===== src/rtl/alu_pkg.sv =====
package alu_pkg;

    localparam logic [2:0] FN_AND = 3'b000;
    localparam logic [2:0] FN_OR  = 3'b001;
    localparam logic [2:0] FN_ADD = 3'b010;
    localparam logic [2:0] FN_SUB = 3'b110;
    localparam logic [2:0] FN_SLT = 3'b111;

    // bit of the function code that turns the adder into a subtractor
    localparam int unsigned NEG_B_BIT = 2;

    typedef struct packed {
        logic zero;
        logic ovf;
        logic cout;
    } alu_flags_t;

endpackage


===== src/rtl/alu_logic_unit.sv =====
module alu_logic_unit #(
    parameter int unsigned WIDTH = 32
) (
    input  logic [WIDTH-1:0] a_i,
    input  logic [WIDTH-1:0] b_i,
    output logic [WIDTH-1:0] and_o,
    output logic [WIDTH-1:0] or_o
);

    for (genvar i = 0; i < WIDTH; i++) begin : g_bit
        assign and_o[i] = a_i[i] & b_i[i];
        assign or_o[i]  = a_i[i] | b_i[i];
    end

endmodule


===== src/rtl/alu_adder.sv =====
module alu_adder #(
    parameter int unsigned WIDTH = 32
) (
    input  logic [WIDTH-1:0] a_i,
    input  logic [WIDTH-1:0] b_i,
    input  logic             cin_i,
    output logic [WIDTH-1:0] sum_o,
    output logic             c_msb_o,
    output logic             cout_o
);

    localparam int unsigned LOW_W = WIDTH - 1;

    logic [LOW_W:0] low_sum;
    logic [1:0]     top_sum;

    // low bits first, so the carry into the top bit is visible on its own
    assign low_sum = {1'b0, a_i[LOW_W-1:0]} + {1'b0, b_i[LOW_W-1:0]}
                   + {{LOW_W{1'b0}}, cin_i};
    assign top_sum = {1'b0, a_i[LOW_W]} + {1'b0, b_i[LOW_W]}
                   + {1'b0, low_sum[LOW_W]};

    assign sum_o   = {top_sum[0], low_sum[LOW_W-1:0]};
    assign c_msb_o = low_sum[LOW_W];
    assign cout_o  = top_sum[1];

endmodule


===== src/rtl/alu_flag_unit.sv =====
module alu_flag_unit (
    input  logic c_msb_i,
    input  logic cout_i,
    input  logic sum_sign_i,
    output logic ovf_o,
    output logic less_o
);

    assign ovf_o  = c_msb_i ^ cout_i;
    // the sign of the difference is wrong exactly when the difference overflowed
    assign less_o = sum_sign_i ^ ovf_o;

endmodule


===== src/rtl/alu_core.sv =====
module alu_core
    import alu_pkg::*;
#(
    parameter int unsigned WIDTH = 32
) (
    input  logic             clk,
    input  logic             rst_n,
    input  logic [WIDTH-1:0] opnd_a,
    input  logic [WIDTH-1:0] opnd_b,
    input  logic [2:0]       func_sel,
    output logic [WIDTH-1:0] res_q,
    output logic             zero_q,
    output logic             ovf_q,
    output logic             cout_q
);

    logic [WIDTH-1:0] and_w;
    logic [WIDTH-1:0] or_w;
    logic [WIDTH-1:0] b_eff;
    logic [WIDTH-1:0] sum_w;
    logic             neg_b;
    logic             c_msb_w;
    logic             cout_w;
    logic             ovf_w;
    logic             less_w;

    logic [WIDTH-1:0] res_d;
    logic [WIDTH-1:0] res_r;
    alu_flags_t       flags_d;
    alu_flags_t       flags_q;

    assign neg_b = func_sel[NEG_B_BIT];
    assign b_eff = neg_b ? ~opnd_b : opnd_b;

    alu_logic_unit #(.WIDTH(WIDTH)) u_logic (
        .a_i   (opnd_a),
        .b_i   (opnd_b),
        .and_o (and_w),
        .or_o  (or_w)
    );

    alu_adder #(.WIDTH(WIDTH)) u_adder (
        .a_i     (opnd_a),
        .b_i     (b_eff),
        .cin_i   (neg_b),
        .sum_o   (sum_w),
        .c_msb_o (c_msb_w),
        .cout_o  (cout_w)
    );

    alu_flag_unit u_flags (
        .c_msb_i    (c_msb_w),
        .cout_i     (cout_w),
        .sum_sign_i (sum_w[WIDTH-1]),
        .ovf_o      (ovf_w),
        .less_o     (less_w)
    );

    always_comb begin
        res_d         = '0;
        flags_d       = '0;
        unique case (func_sel)
            FN_AND: res_d = and_w;
            FN_OR:  res_d = or_w;
            FN_ADD, FN_SUB: begin
                res_d        = sum_w;
                flags_d.ovf  = ovf_w;
                flags_d.cout = cout_w;
            end
            FN_SLT: res_d = {{(WIDTH-1){1'b0}}, less_w};
            default: res_d = '0;
        endcase
        unique case (func_sel)
            FN_AND, FN_OR, FN_ADD, FN_SUB, FN_SLT: flags_d.zero = (res_d == '0);
            default:                               flags_d.zero = 1'b0;
        endcase
    end

    always_ff @(posedge clk) begin
        if (!rst_n) begin
            res_r   <= '0;
            flags_q <= '0;
        end else begin
            res_r   <= res_d;
            flags_q <= flags_d;
        end
    end

    assign res_q  = res_r;
    assign zero_q = flags_q.zero;
    assign ovf_q  = flags_q.ovf;
    assign cout_q = flags_q.cout;

endmodule


===== config.mk =====
export PLATFORM = sky130hd
export DESIGN_NAME = alu_core
export DESIGN_NICKNAME = d
export VERILOG_FILES = /design/src/rtl/alu_pkg.sv /design/src/rtl/alu_logic_unit.sv /design/src/rtl/alu_adder.sv /design/src/rtl/alu_flag_unit.sv /design/src/rtl/alu_core.sv
export SDC_FILE = /design/constraint.sdc
export NUM_CORES = 1
export LEC_CHECK = 0
export ABC_AREA = 1
export BUFFER_PORTS_ARGS = -buffer_cell sky130_fd_sc_hd__clkbuf_2
export CAP_MARGIN = 20
export CORE_UTILIZATION = 45
export CTS_BUF_LIST = sky130_fd_sc_hd__clkbuf_8
export DETAILED_ROUTE_END_ITERATION = 10
export GPL_TIMING_DRIVEN = 0
export PLACE_DENSITY = 0.72
export SLEW_MARGIN = 20
export SYNTH_ARGS = -nofsm -noshare
export SYNTH_HDL_FRONTEND = slang
export SYNTH_SLANG_ARGS = --single-unit

===== constraint.sdc =====
create_clock -name clk -period 11.3 [get_ports clk]
set_input_delay 1.13 -clock clk [delete_from_list [all_inputs] [get_ports clk]]
set_output_delay 1.13 -clock clk [all_outputs]
set_load 0.02 [all_outputs]

Word level (Yosys, flattened, before mapping)
Cells that the tools add are included.
{"block": "totals", "ff_bits": 35, "in_bits": 69, "output_inout_bits": 35, "wordCells": 87}
{"block": "classes", "n_addsub": 4, "n_eq_ne": 4, "n_mux": 2, "bitwise": 67, "n_reduce_logical": 6}
{"op": "32-bit one-hot mux with 4 select lines", "n": 1}
{"op": "31-bit by 31-bit adder with 32-bit output", "n": 1}
{"op": "32-bit by 1-bit adder with 32-bit output", "n": 1}
{"op": "1-bit AND", "n": 32}
{"op": "32-bit zero test", "n": 1}
{"op": "32-bit 2-to-1 mux", "n": 1}
{"op": "32-bit inverter", "n": 1}
{"op": "1-bit OR", "n": 32}
{"op": "3-bit equality test, second input constant", "n": 2}
{"op": "5-bit OR reduction", "n": 1}
{"op": "2-bit AND reduction", "n": 2}
{"op": "3-bit by 1-bit equality test with 1-bit output, second input constant", "n": 1}
{"op": "3-bit by 2-bit equality test with 1-bit output, second input constant", "n": 1}
{"op": "3-bit zero test", "n": 1}
{"op": "1-bit by 1-bit adder with 2-bit output", "n": 1}
{"op": "2-bit by 1-bit adder with 2-bit output", "n": 1}
{"op": "2-bit OR reduction", "n": 1}
{"op": "1-bit bitwise XOR", "n": 2}

Longest topological paths before layout
Gate-level depths: netlist (run 1).
{"block": "logic_depth", "depth_word": 9, "ltp_mapped": 31, "mapped_depth_nobuf": 29}

By module
Synthesis (run 1) repeated with hierarchy kept, for this count alone.
{"block": "unflattened", "cells_unflattened": 997, "hier_area_um2": 5253.8}
{"module": "alu_adder", "n_inst": 1, "cells_per_inst": 494, "area_each_um2": 2412.3, "seq_area_each_um2": 0.0}
{"module": "alu_core", "n_inst": 1, "cells_per_inst": 332, "area_each_um2": 2197.1, "seq_area_each_um2": 700.7}
{"module": "alu_logic_unit", "n_inst": 1, "cells_per_inst": 160, "area_each_um2": 600.6, "seq_area_each_um2": 0.0}
{"module": "alu_flag_unit", "n_inst": 1, "cells_per_inst": 11, "area_each_um2": 43.8, "seq_area_each_um2": 0.0}

Least setup slack after synthesis (run 1)
No wires, ideal clock.
{"block": "synth_path", "kind": "input -> register", "startpoint": "input func_sel[2]", "endpoint": "register flags_q (netlist bit zero_q)", "setup_ns": 0.064, "arrival_time_ns": 4.342, "t_required_ns": 11.236, "path_slack_ns": 6.894, "cell_stages": 27, "n_path_buf": 2, "path_cell_list": "buf_6 -> clkbuf_1 -> xor2_1 -> ha_1 -> nand2_1 -> nor2_1 -> nand2_1 -> nand3_2 -> nand2_1 -> nand2_1 -> nand2_1 -> nand2_1 -> inv_1 -> o21ai_2 -> inv_1 -> fa_1 -> or2_2 -> nand3_1 -> nor2_1 -> nand3_1 -> nor2_1 -> nand2_1 -> nor2_1 -> nand2_1 -> nor2_1 -> nand2_1 -> nor2_1"}
{"block": "synth_via", "elab_chain_len": 8, "word_cells_on_any_way": 17, "cone_classes": "add/sub (4); eq/ne (4); mux (2); bitwise (2); reduce/logical (5)"}
{"element": "from (decl)", "line_no": "alu_core.sv:10", "rtl": "input logic [2:0] func_sel,"}
{"element": "32-bit 2-to-1 mux", "line_no": "alu_core.sv:33", "rtl": "assign b_eff = neg_b ? ~opnd_b : opnd_b;"}
{"element": "31-bit by 31-bit adder with 32-bit output", "line_no": "alu_adder.sv:18", "rtl": "assign low_sum = {1'b0, a_i[LOW_W-1:0]} + {1'b0, b_i[LOW_W-1:0]}"}
{"element": "32-bit by 1-bit adder with 32-bit output", "line_no": "alu_adder.sv:19", "rtl": "+ {{LOW_W{1'b0}}, cin_i};"}
{"element": "2-bit by 1-bit adder with 2-bit output", "line_no": "alu_adder.sv:21", "rtl": "+ {1'b0, low_sum[LOW_W]};"}
{"element": "1-bit bitwise XOR", "line_no": "alu_flag_unit.sv:9", "rtl": "assign ovf_o = c_msb_i ^ cout_i;"}
{"element": "1-bit bitwise XOR", "line_no": "alu_flag_unit.sv:11", "rtl": "assign less_o = sum_sign_i ^ ovf_o;"}
{"element": "32-bit one-hot mux with 4 select lines", "line_no": "alu_core.sv:62", "rtl": "unique case (func_sel)"}
{"element": "32-bit zero test", "line_no": "alu_core.sv:74", "rtl": "FN_AND, FN_OR, FN_ADD, FN_SUB, FN_SLT: flags_d.zero = (res_d == '0);"}
{"element": "to (signal assigned)", "line_no": "alu_core.sv:85", "rtl": "flags_q <= flags_d;"}
{"element": "to (decl)", "line_no": "alu_core.sv:30", "rtl": "alu_flags_t flags_q;"}
Several ways; a longest one is shown, not always the timed one.
A chain may end at the register's enable or synchronous reset.

Final worst setup path (run 1)
Ends and elaborated chain as after synthesis.

==> results of run 1 <==
-- layer usage --
metal	track usage (%)	vias up	wire [um]	part of all wire [%]
li1	-	2725	-	-
met1	37.9	2269	6840	48
met2	43.3	160	6210	44
met3	3.71	20	947	6.6
met4	8.39	0	273	1.9
met5	0	-	0	0
-- cell usage in the layout, fill, tap and decap left out, drive strengths merged, types with 8 or more instances in the layout --
master	instances
a21oi	41
clkbuf	115
dfxtp	35
ha	30
inv	148
maj3	24
nand2	305
nand3	57
nand4	8
nor2	77
o21ai	14
xor2	31
-- state kept, by name (all words and copies together) (netlist names) --
signal	flops
res_q	32
ovf_q	1
zero_q	1
cout_q	1
-- worst min-delay path, stage by stage --
cell and delay, ps:
clkbuf_2 120, nand2_1 60, inv_1 40
-- final cells by class --
cell class,instances,area [sq um]
inverter,149,559
clock buffer,5,68.8
fill,1097,4440
buffer,15,81.3
multi-input combinational,618,3300
clock inverter,3,43.8
timing repair buffer,101,505
sequential,35,701
tap,133,166
-- how the worst max path moves through the flow --
stage,to,slack (ps),cells past startpoint
after floorplan,zero_q,6890,27
after global placement,zero_q,5990,27
after detailed placement,zero_q,5950,29
after CTS,zero_q,6240,27
after global routing,zero_q,5820,31
final,zero_q,6180,29
-- power groups by stage --
stage / combinational, mW / clock (mW) / sequential (mW)
floorplan: 0.195 / 0 / 0.149
global placement: 0.284 / 0 / 0.137
detailed placement: 0.287 / 0 / 0.137
CTS: 0.288 / 0.122 / 0.134
global route: 0.327 / 0.132 / 0.135
finish: 0.293 / 0.123 / 0.134
-- per-stage QoR --
step / worst slack, ps / utilization (%)
after global placement: 5990 / 53.8
final: 6180 / 55.0
after CTS: 6240 / 55.0
after detailed placement: 5950 / 53.8
after global routing: 5820 / 55.0
after floorplan: 6890 / -
-- synth_stat cells (5+ instances only) --
master	count	area, sq um
nor2_1	66	248
maj3_1	24	240
nand3_2	8	80.1
nor2_2	10	62.6
clkbuf_1	9	33.8
nand3b_1	7	52.6
o21ai_0	13	65.1
inv_2	7	26.3
xor2_1	31	272
dfxtp_1	35	701
nand2_2	13	81.3
nand4_1	8	50.1
a21oi_1	41	205
nor3_1	5	25.0
nand3_1	49	245
nand2_1	292	1100
ha_1	30	375
inv_1	141	529
-- logic make-up after synthesis --
family | count (synthesis) | share of synthesized area [%]
AOI/OAI and AO/OA | 61 | 7.07
adders and majority gates | 57 | 14.6
DFF | 35 | 15.1
and+or+nand+nor | 468 | 43.4
buffers and inverters | 164 | 13.8
xor gates and xnor gates | 32 | 6.04
==> reports/metrics.yaml, run 1 <==
ir_drop_mv: 0.0599
avgRoutedWirePerCell_um: 13.5
synth_cell_type_count: 34
gp_congestion: 0.971
swShare_pct: 45.6
syn_area_sq_mm: 0.00464
postCtsSetupBuffers: 0
die_w_um: 104
grt-ovfl-total: 0
cp-start-kind: "input pin"
required_ps: 11530
whs_ps: 1070
crit_slowest_cell: "clkbuf_1"
path_buf_inv: 5
cts_buffers: 5
worstHoldStart: "rst_n"
num_rows: 36
startpoint: "func_sel[2]"
design.core.area_sq_mm: 0.00986
dpl_cell_area_sq_mm: 0.00531
yosys_register_bits: 35
async_flop_share_pct: 0
crit_fanout: 10
cts.sinks: 35
slowest_delay_ps: 760
synthFlopType: "dfxtp_1"
pin_count: 104
p_total_uw: 550
worst-setup-path-type: "input pin to flop"
syn_area_per_cell_sq_um: 5.68
track_usage_pct: 27.2
port_buffers: 101
slew_headroom_pct: 32.0
syn-num-nets: 919
layout-drive-gt1-share_pct: 17.2
die-area_sq_mm: 0.0107
grt_max_degree: 13
vias_per_cell: 4.89
cts-root-buf: "clkbuf_8"
internal_power_uw: 299
start_util_pct: 47.0
detail-route-antenna-nets: 0
first_global_vias: 4623
rsz0062_at_grt: "no"
antenna_found_initial: 0
power.density_mw_per_mm2: 101
die_h_um: 104
final_area_sq_mm: 0.00542
hold_viol: 0
postCtsHoldBufs: 0
whs_endpoint: "res_q[2]"
synth_cells: 817
synth-edff-count: 0
cp_top_family: "simple AND/OR/NAND/NOR gates"
setup_viol: 0
pwr-share-comb_pct: 53.2
clk_pin_slew_worst_paths_ps: 80
vias: 5174
antenna-diode-count: 0
post-route-period-util_pct: 45.3
areaGrowthSynthToFinish_pct: 16.9
switching_power_uw: 251
min_delay_path_depth: 3
cts_tree: "done"
dr.pass1.iters: 5
synth_warnings: 0
drcViolationCount: 0
min_path_type: "input pin to flop"
fin_nets: 1027
drt-initial-drc-count: 298
dp_hpwl_um: 11800
htreeDepth: 2
clkPwrFrac_pct: 22.4
grt_first_pass_wirelength_um: 22900
power_leakage_nw: 3.18
clock.fmax_mhz: 195
cp.arrival_ps: 5350
instances_no_fill: 1059
cp-end-kind: "flop"
clk_path_buf_depth: 2
fin_tns_setup_ps: 0
run_status: "completed"
dp.cells: 1051
worst_pin_slew_ps: 1020
path_common_cell: "nand2_1"
synth-seq-area-share_pct: 15.1
wirelength_um: 14300
period_needed_ps: 5120
drv_cap: 0
cts_resized: 0
seqPwrFrac_pct: 24.4
final_max_slew_viol_count: 0
Power figures use the tool's default switching activity.
==> inputs of run 2 (changes only) <==
PLACE_DENSITY = 0.75   (was 0.72)
clock period = 4.1 ns   (was 11.3 ns; I/O delays follow)
==> run 2 against run 1 <==
Power increased to 2.8 times the previous value; die area unchanged; final cell count increased by 0.47%; critical path depth increased by 2; wire length decreased by 0.22%; critical path type unchanged; largest power group unchanged; highest routed layer unchanged.
==> reports/metrics.yaml, run 2 (synthesis results as in run 1) <==
required_ps: 4330  # -7200 ps
layout-drive-gt1-share_pct: 18.7  # +1.5 points
first_global_vias: 4777  # +3.3%
wirelength_um: 14200  # -0.22%
cp-end-kind: "flop"
min_path_type: "input pin to flop"
vias: 5298  # +2.4%
cp-start-kind: "input pin"
path_common_cell: "nand2_1"
power_leakage_nw: 3.21  # +0.98%
slowest_delay_ps: 400  # -360 ps
port_buffers: 101  # unchanged
dpl_cell_area_sq_mm: 0.00531  # unchanged
fin_util_pct: 55.8  # +0.80 points
dp_hpwl_um: 11700  # -1.2%
clock.fmax_mhz: 259
htreeDepth: 2  # unchanged
die_w_um: 104  # unchanged
antenna_found_initial: 0  # unchanged
dr.pass1.iters: 5  # unchanged
crit_slowest_cell: "ha_1"
drt-initial-drc-count: 366  # +23%
gp_congestion: 0.974  # +0.26%
pin_count: 104  # unchanged
cp.arrival_ps: 4090  # -1260 ps
grt_max_degree: 12  # -1
antenna-diode-count: 0  # unchanged
largest_register_ff_count: 32  # unchanged
cts.sinks: 35  # unchanged
num-fill-cells: 1018  # -7.2%
final_common_cell: "nand2_1"
design.core.area_sq_mm: 0.00986  # unchanged
place_ws_ps: -562  # -6510 ps
multi_input_area_sq_mm: 0.00332  # +0.76%
period_needed_ps: 3860
postCtsHoldBufs: 0  # unchanged
grt-ovfl-total: 0  # unchanged
worst_pin_slew_ps: 743  # -277 ps
power.density_mw_per_mm2: 281  # +180%
hold_viol: 0  # unchanged
track_usage_pct: 26.9  # -0.35 points
slew_headroom_pct: 50.5  # +18 points
layout_common_cells: "291 x nand2_1, 141 x inv_1, 101 x clkbuf_2"
rsz0062_at_grt: "no"
ir_drop_mv: 0.118  # +97%
grt_first_pass_wirelength_um: 22900  # about the same
cts-root-buf: "clkbuf_8"
run_status: "completed"
path_buf_inv: 6  # +1
detail-route-antenna-nets: 0  # unchanged
post-route-period-util_pct: 94.2
cp_top_family: "simple AND/OR/NAND/NOR gates"
avgRoutedWirePerCell_um: 13.4  # -0.69%
areaGrowthSynthToFinish_pct: 18.6
num_rows: 36  # unchanged
die_h_um: 104  # unchanged
drv_cap: 0  # unchanged
fin_nets: 1032  # +0.49%
setup_viol: 0  # unchanged
clk_path_buf_depth: 2  # unchanged
final_max_slew_viol_count: 0  # unchanged
cts_buffers: 5  # unchanged
clk_pin_slew_worst_paths_ps: 100  # +20 ps
die-area_sq_mm: 0.0107  # unchanged
cts_tree: "done"
regArea_sq_um: 701  # unchanged
crit_fanout: 10  # unchanged
final_area_sq_mm: 0.00550  # +1.5%
vias_per_cell: 4.98  # +1.9%
drcViolationCount: 0  # unchanged
worst_slack_ps: 239  # -5940 ps
start_util_pct: 47.0  # unchanged
worst-setup-path-type: "input pin to flop"
run 2: where the power goes:
| part | switching (mW) | total [mW] | internal (mW) |
|---|---|---|---|
| Clock | 0.155 | 0.352 | 0.197 |
| Combinational | 0.529 | 0.822 | 0.293 |
| Sequential | 0.00580 | 0.370 | 0.365 |
run 2: what timing repair did:
item | in CTS | in global routing
setup buffers | 0 | 5
pin swaps | 0 | 5
gates resized for setup | 3 | 17
endpoints found under the setup margin | 1 | 1
run 2: final timing paths:
kind / startpoint / end / slack [ps] / cells after the start
max: func_sel[2] / zero_q / 240 / 31
min: rst_n / res_q[31] / 330 / 3
run 2: layout make-up:
type	count	area share, %
Tap cell	133	3.03
Timing Repair Buffer	106	9.87
Multi-Input combinational cell	618	60.4
Inverter	149	10.2
Clock buffer	6	1.50
Sequential cell	35	12.7
Buffer	15	1.68
Clock inverter	2	0.637
run 2: tightest hold or removal path: stages:
cell and delay [ps]:
clkbuf_2 110, nand2_1 50, inv_1 40
run 2: layer usage:
layer / share of wire (%) / track usage, %
met5: 0 / 0
met4: 3.4 / 9.73
met3: 7.7 / 2.89
met2: 43 / 43.5
met1: 46 / 36.7
run 2: metrics by stage:
step | hold WS [ps] | instances | power, mW | setup TNS, ps
6_report | 332 | 1064 | 1.54 | 0
5_1_grt | 370 | 1064 | 1.66 | 0
4_1_cts | 337 | 1059 | 1.51 | 0
3_5_place_dp | 650 | 1051 | 1.16 | -562
3_3_place_gp | 651 | 1051 | 1.16 | -523
2_1_floorplan | 508 | 817 | 0.949 | 0
==> inputs of run 3 (changes only) <==
CORE_UTILIZATION = 52   (was 45)
PLACE_DENSITY = 0.84   (was 0.75)
==> run 3 against run 2 <==
Power down 1.1%; worst setup slack better by 35 ps; non-clock buffer count fell by 1; first-iteration DRC count fell by 4.6%; via count increased by 0.81%; sequential share of layout area is 0.10 points higher; global-route usage up 4.5 points; core utilization grew 7.1 points; die area is 13% lower.
==> reports/metrics.yaml, run 3 (synthesis results as in run 1) <==
min_path_type: "input pin to flop"
grt_first_pass_wirelength_um: 21700  # -5.2%
start_util_pct: 53.4  # +6.4 points
cts-root-buf: "clkbuf_8"
largest_register_ff_count: 32  # unchanged
drv_cap: 0  # unchanged
clock.fmax_mhz: 261  # +0.92%
path_common_cell: "nand2_1"
layout-drive-gt1-share_pct: 18.6  # -0.087 points
cts_tree: "done"
run_status: "completed"
design.core.area_sq_mm: 0.00868  # -12%
crit_slowest_cell: "ha_1"
power_leakage_nw: 3.20  # -0.27%
setup_viol: 0  # unchanged
antenna_found_initial: 0  # unchanged
clk_path_buf_depth: 2  # unchanged
dpl_cell_area_sq_mm: 0.00528  # -0.59%
detail-route-antenna-nets: 0  # unchanged
dp.cells: 1026  # -2.4%
wl_met1_um: 6330  # -3.8%
final_max_slew_viol_count: 0  # unchanged
die_h_um: 96.4  # -6.8%
cp-start-kind: "input pin"
postCtsHoldBufs: 0  # unchanged
cp.arrival_ps: 4060  # -30 ps
met3_length_um: 1200  # +9.8%
multi_input_area_sq_mm: 0.00332  # unchanged
hold_viol: 0  # unchanged
areaGrowthSynthToFinish_pct: 17.7
instances_no_fill: 1038  # -2.4%
routed.top_layer: "met4"
antenna-diode-count: 0  # unchanged
die_w_um: 96.4  # -6.8%
worst_slack_ps: 274  # +35.2 ps
drcViolationCount: 0  # unchanged
worst-setup-path-type: "input pin to flop"
fin_nets: 1031  # -0.097%
wirelength_um: 14200  # -0.51%
cts_buffers: 5  # unchanged
num-fill-cells: 875  # -14%
vias: 5341  # +0.81%
first_global_vias: 4554  # -4.7%
port_buffers: 101  # unchanged
cts.sinks: 35  # unchanged
drt-initial-drc-count: 349  # -4.6%
place_ws_ps: -490  # +71.9 ps
ir_drop_mv: 0.149  # +26%
required_ps: 4340  # about the same
grt-ovfl-total: 0  # unchanged
power.density_mw_per_mm2: 280  # -0.34%
crit_fanout: 10  # unchanged
path_buf_inv: 5  # -1
num_rows: 34  # -5.6%
cp_top_family: "simple AND/OR/NAND/NOR gates"
final_common_cell: "nand2_1"
htreeDepth: 2  # unchanged
worst_pin_slew_ps: 732  # -11.3 ps
avgRoutedWirePerCell_um: 13.6  # +2.0%
pin_count: 104  # unchanged
dp_hpwl_um: 11600  # -0.93%
clk_pin_slew_worst_paths_ps: 100  # about the same
fin_tns_setup_ps: 0  # unchanged
vias_per_cell: 5.15  # +3.3%
layout_common_cells: "292 x nand2_1, 141 x inv_1, 101 x clkbuf_2"
die-area_sq_mm: 0.00930  # -13%
slew_headroom_pct: 51.2  # +0.76 points
post-route-period-util_pct: 93.3  # -0.86 points
slowest_delay_ps: 410  # about the same
dr.pass1.iters: 5  # unchanged
grt_max_degree: 13  # +1
met2WireLength_um: 6280  # +3.4%
period_needed_ps: 3830  # -35.2 ps
cp-end-kind: "flop"
track_usage_pct: 31.4  # +4.5 points
gp_congestion: 0.977  # +0.31%
regArea_sq_um: 701  # unchanged
final_area_sq_mm: 0.00546  # -0.80%
-- run 3: changes by cell type in the layout (fill, tap and decap cells not counted) --
cell      before  now
nand2_1      291  292
nor2_1        65   64
nand2_2       14   13
nor2_2        11   12
clkinv_4       0    1
clkbuf_8       6    5
buf_4         10    7
clkbuf_4       0    2
-- run 3: what timing repair did --
action | 4_1_cts | 5_1_grt
buffers inserted | 0 | 4
gates resized for setup | 3 | 15
setup endpoints to repair | 1 | 1
pin swaps | 0 | 2
cloned | 0 | 0
-- run 3: report_power, final --
| part | total, mW | switching (mW) | internal (mW) |
|---|---|---|---|
| logic | 0.825 | 0.535 | 0.290 |
| clock network | 0.332 | 0.150 | 0.181 |
| registers | 0.370 | 0.00573 | 0.364 |
| total | 1.53 | 0.691 | 0.836 |
-- run 3: final timing paths --
kind,slack (ps),cells past startpoint,startpoint,to
worst max-delay path,270,29,func_sel[2],zero_q
worst min-delay path,330,3,rst_n,res_q[31]
-- run 3: per-layer routing --
layer  vias up  global-route usage (%)
met1      2357                    42.5
met3        22                    4.23
li1       2741                       -
met4         0                    8.95
met5         -                       0
met2       221                    51.7
-- run 3: per-stage QoR --
stage | hold WS, ps | utilization (%) | power [mW]
2_1_floorplan | 508 | - | 0.949
3_3_place_gp | 649 | 60.8 | 1.15
3_5_place_dp | 654 | 60.8 | 1.16
4_1_cts | 337 | 62.2 | 1.50
5_1_grt | 352 | 62.9 | 1.64
6_report | 333 | 62.9 | 1.53
-- run 3: layout make-up --
type | count | area share [%]
Timing Repair Buffer | 105 | 9.81
Buffer | 15 | 1.70
Multi-Input combinational cell | 618 | 60.9
Clock inverter | 3 | 0.803
Clock buffer | 5 | 1.26
Inverter | 149 | 10.2
Sequential cell | 35 | 12.8
Tap cell | 108 | 2.48
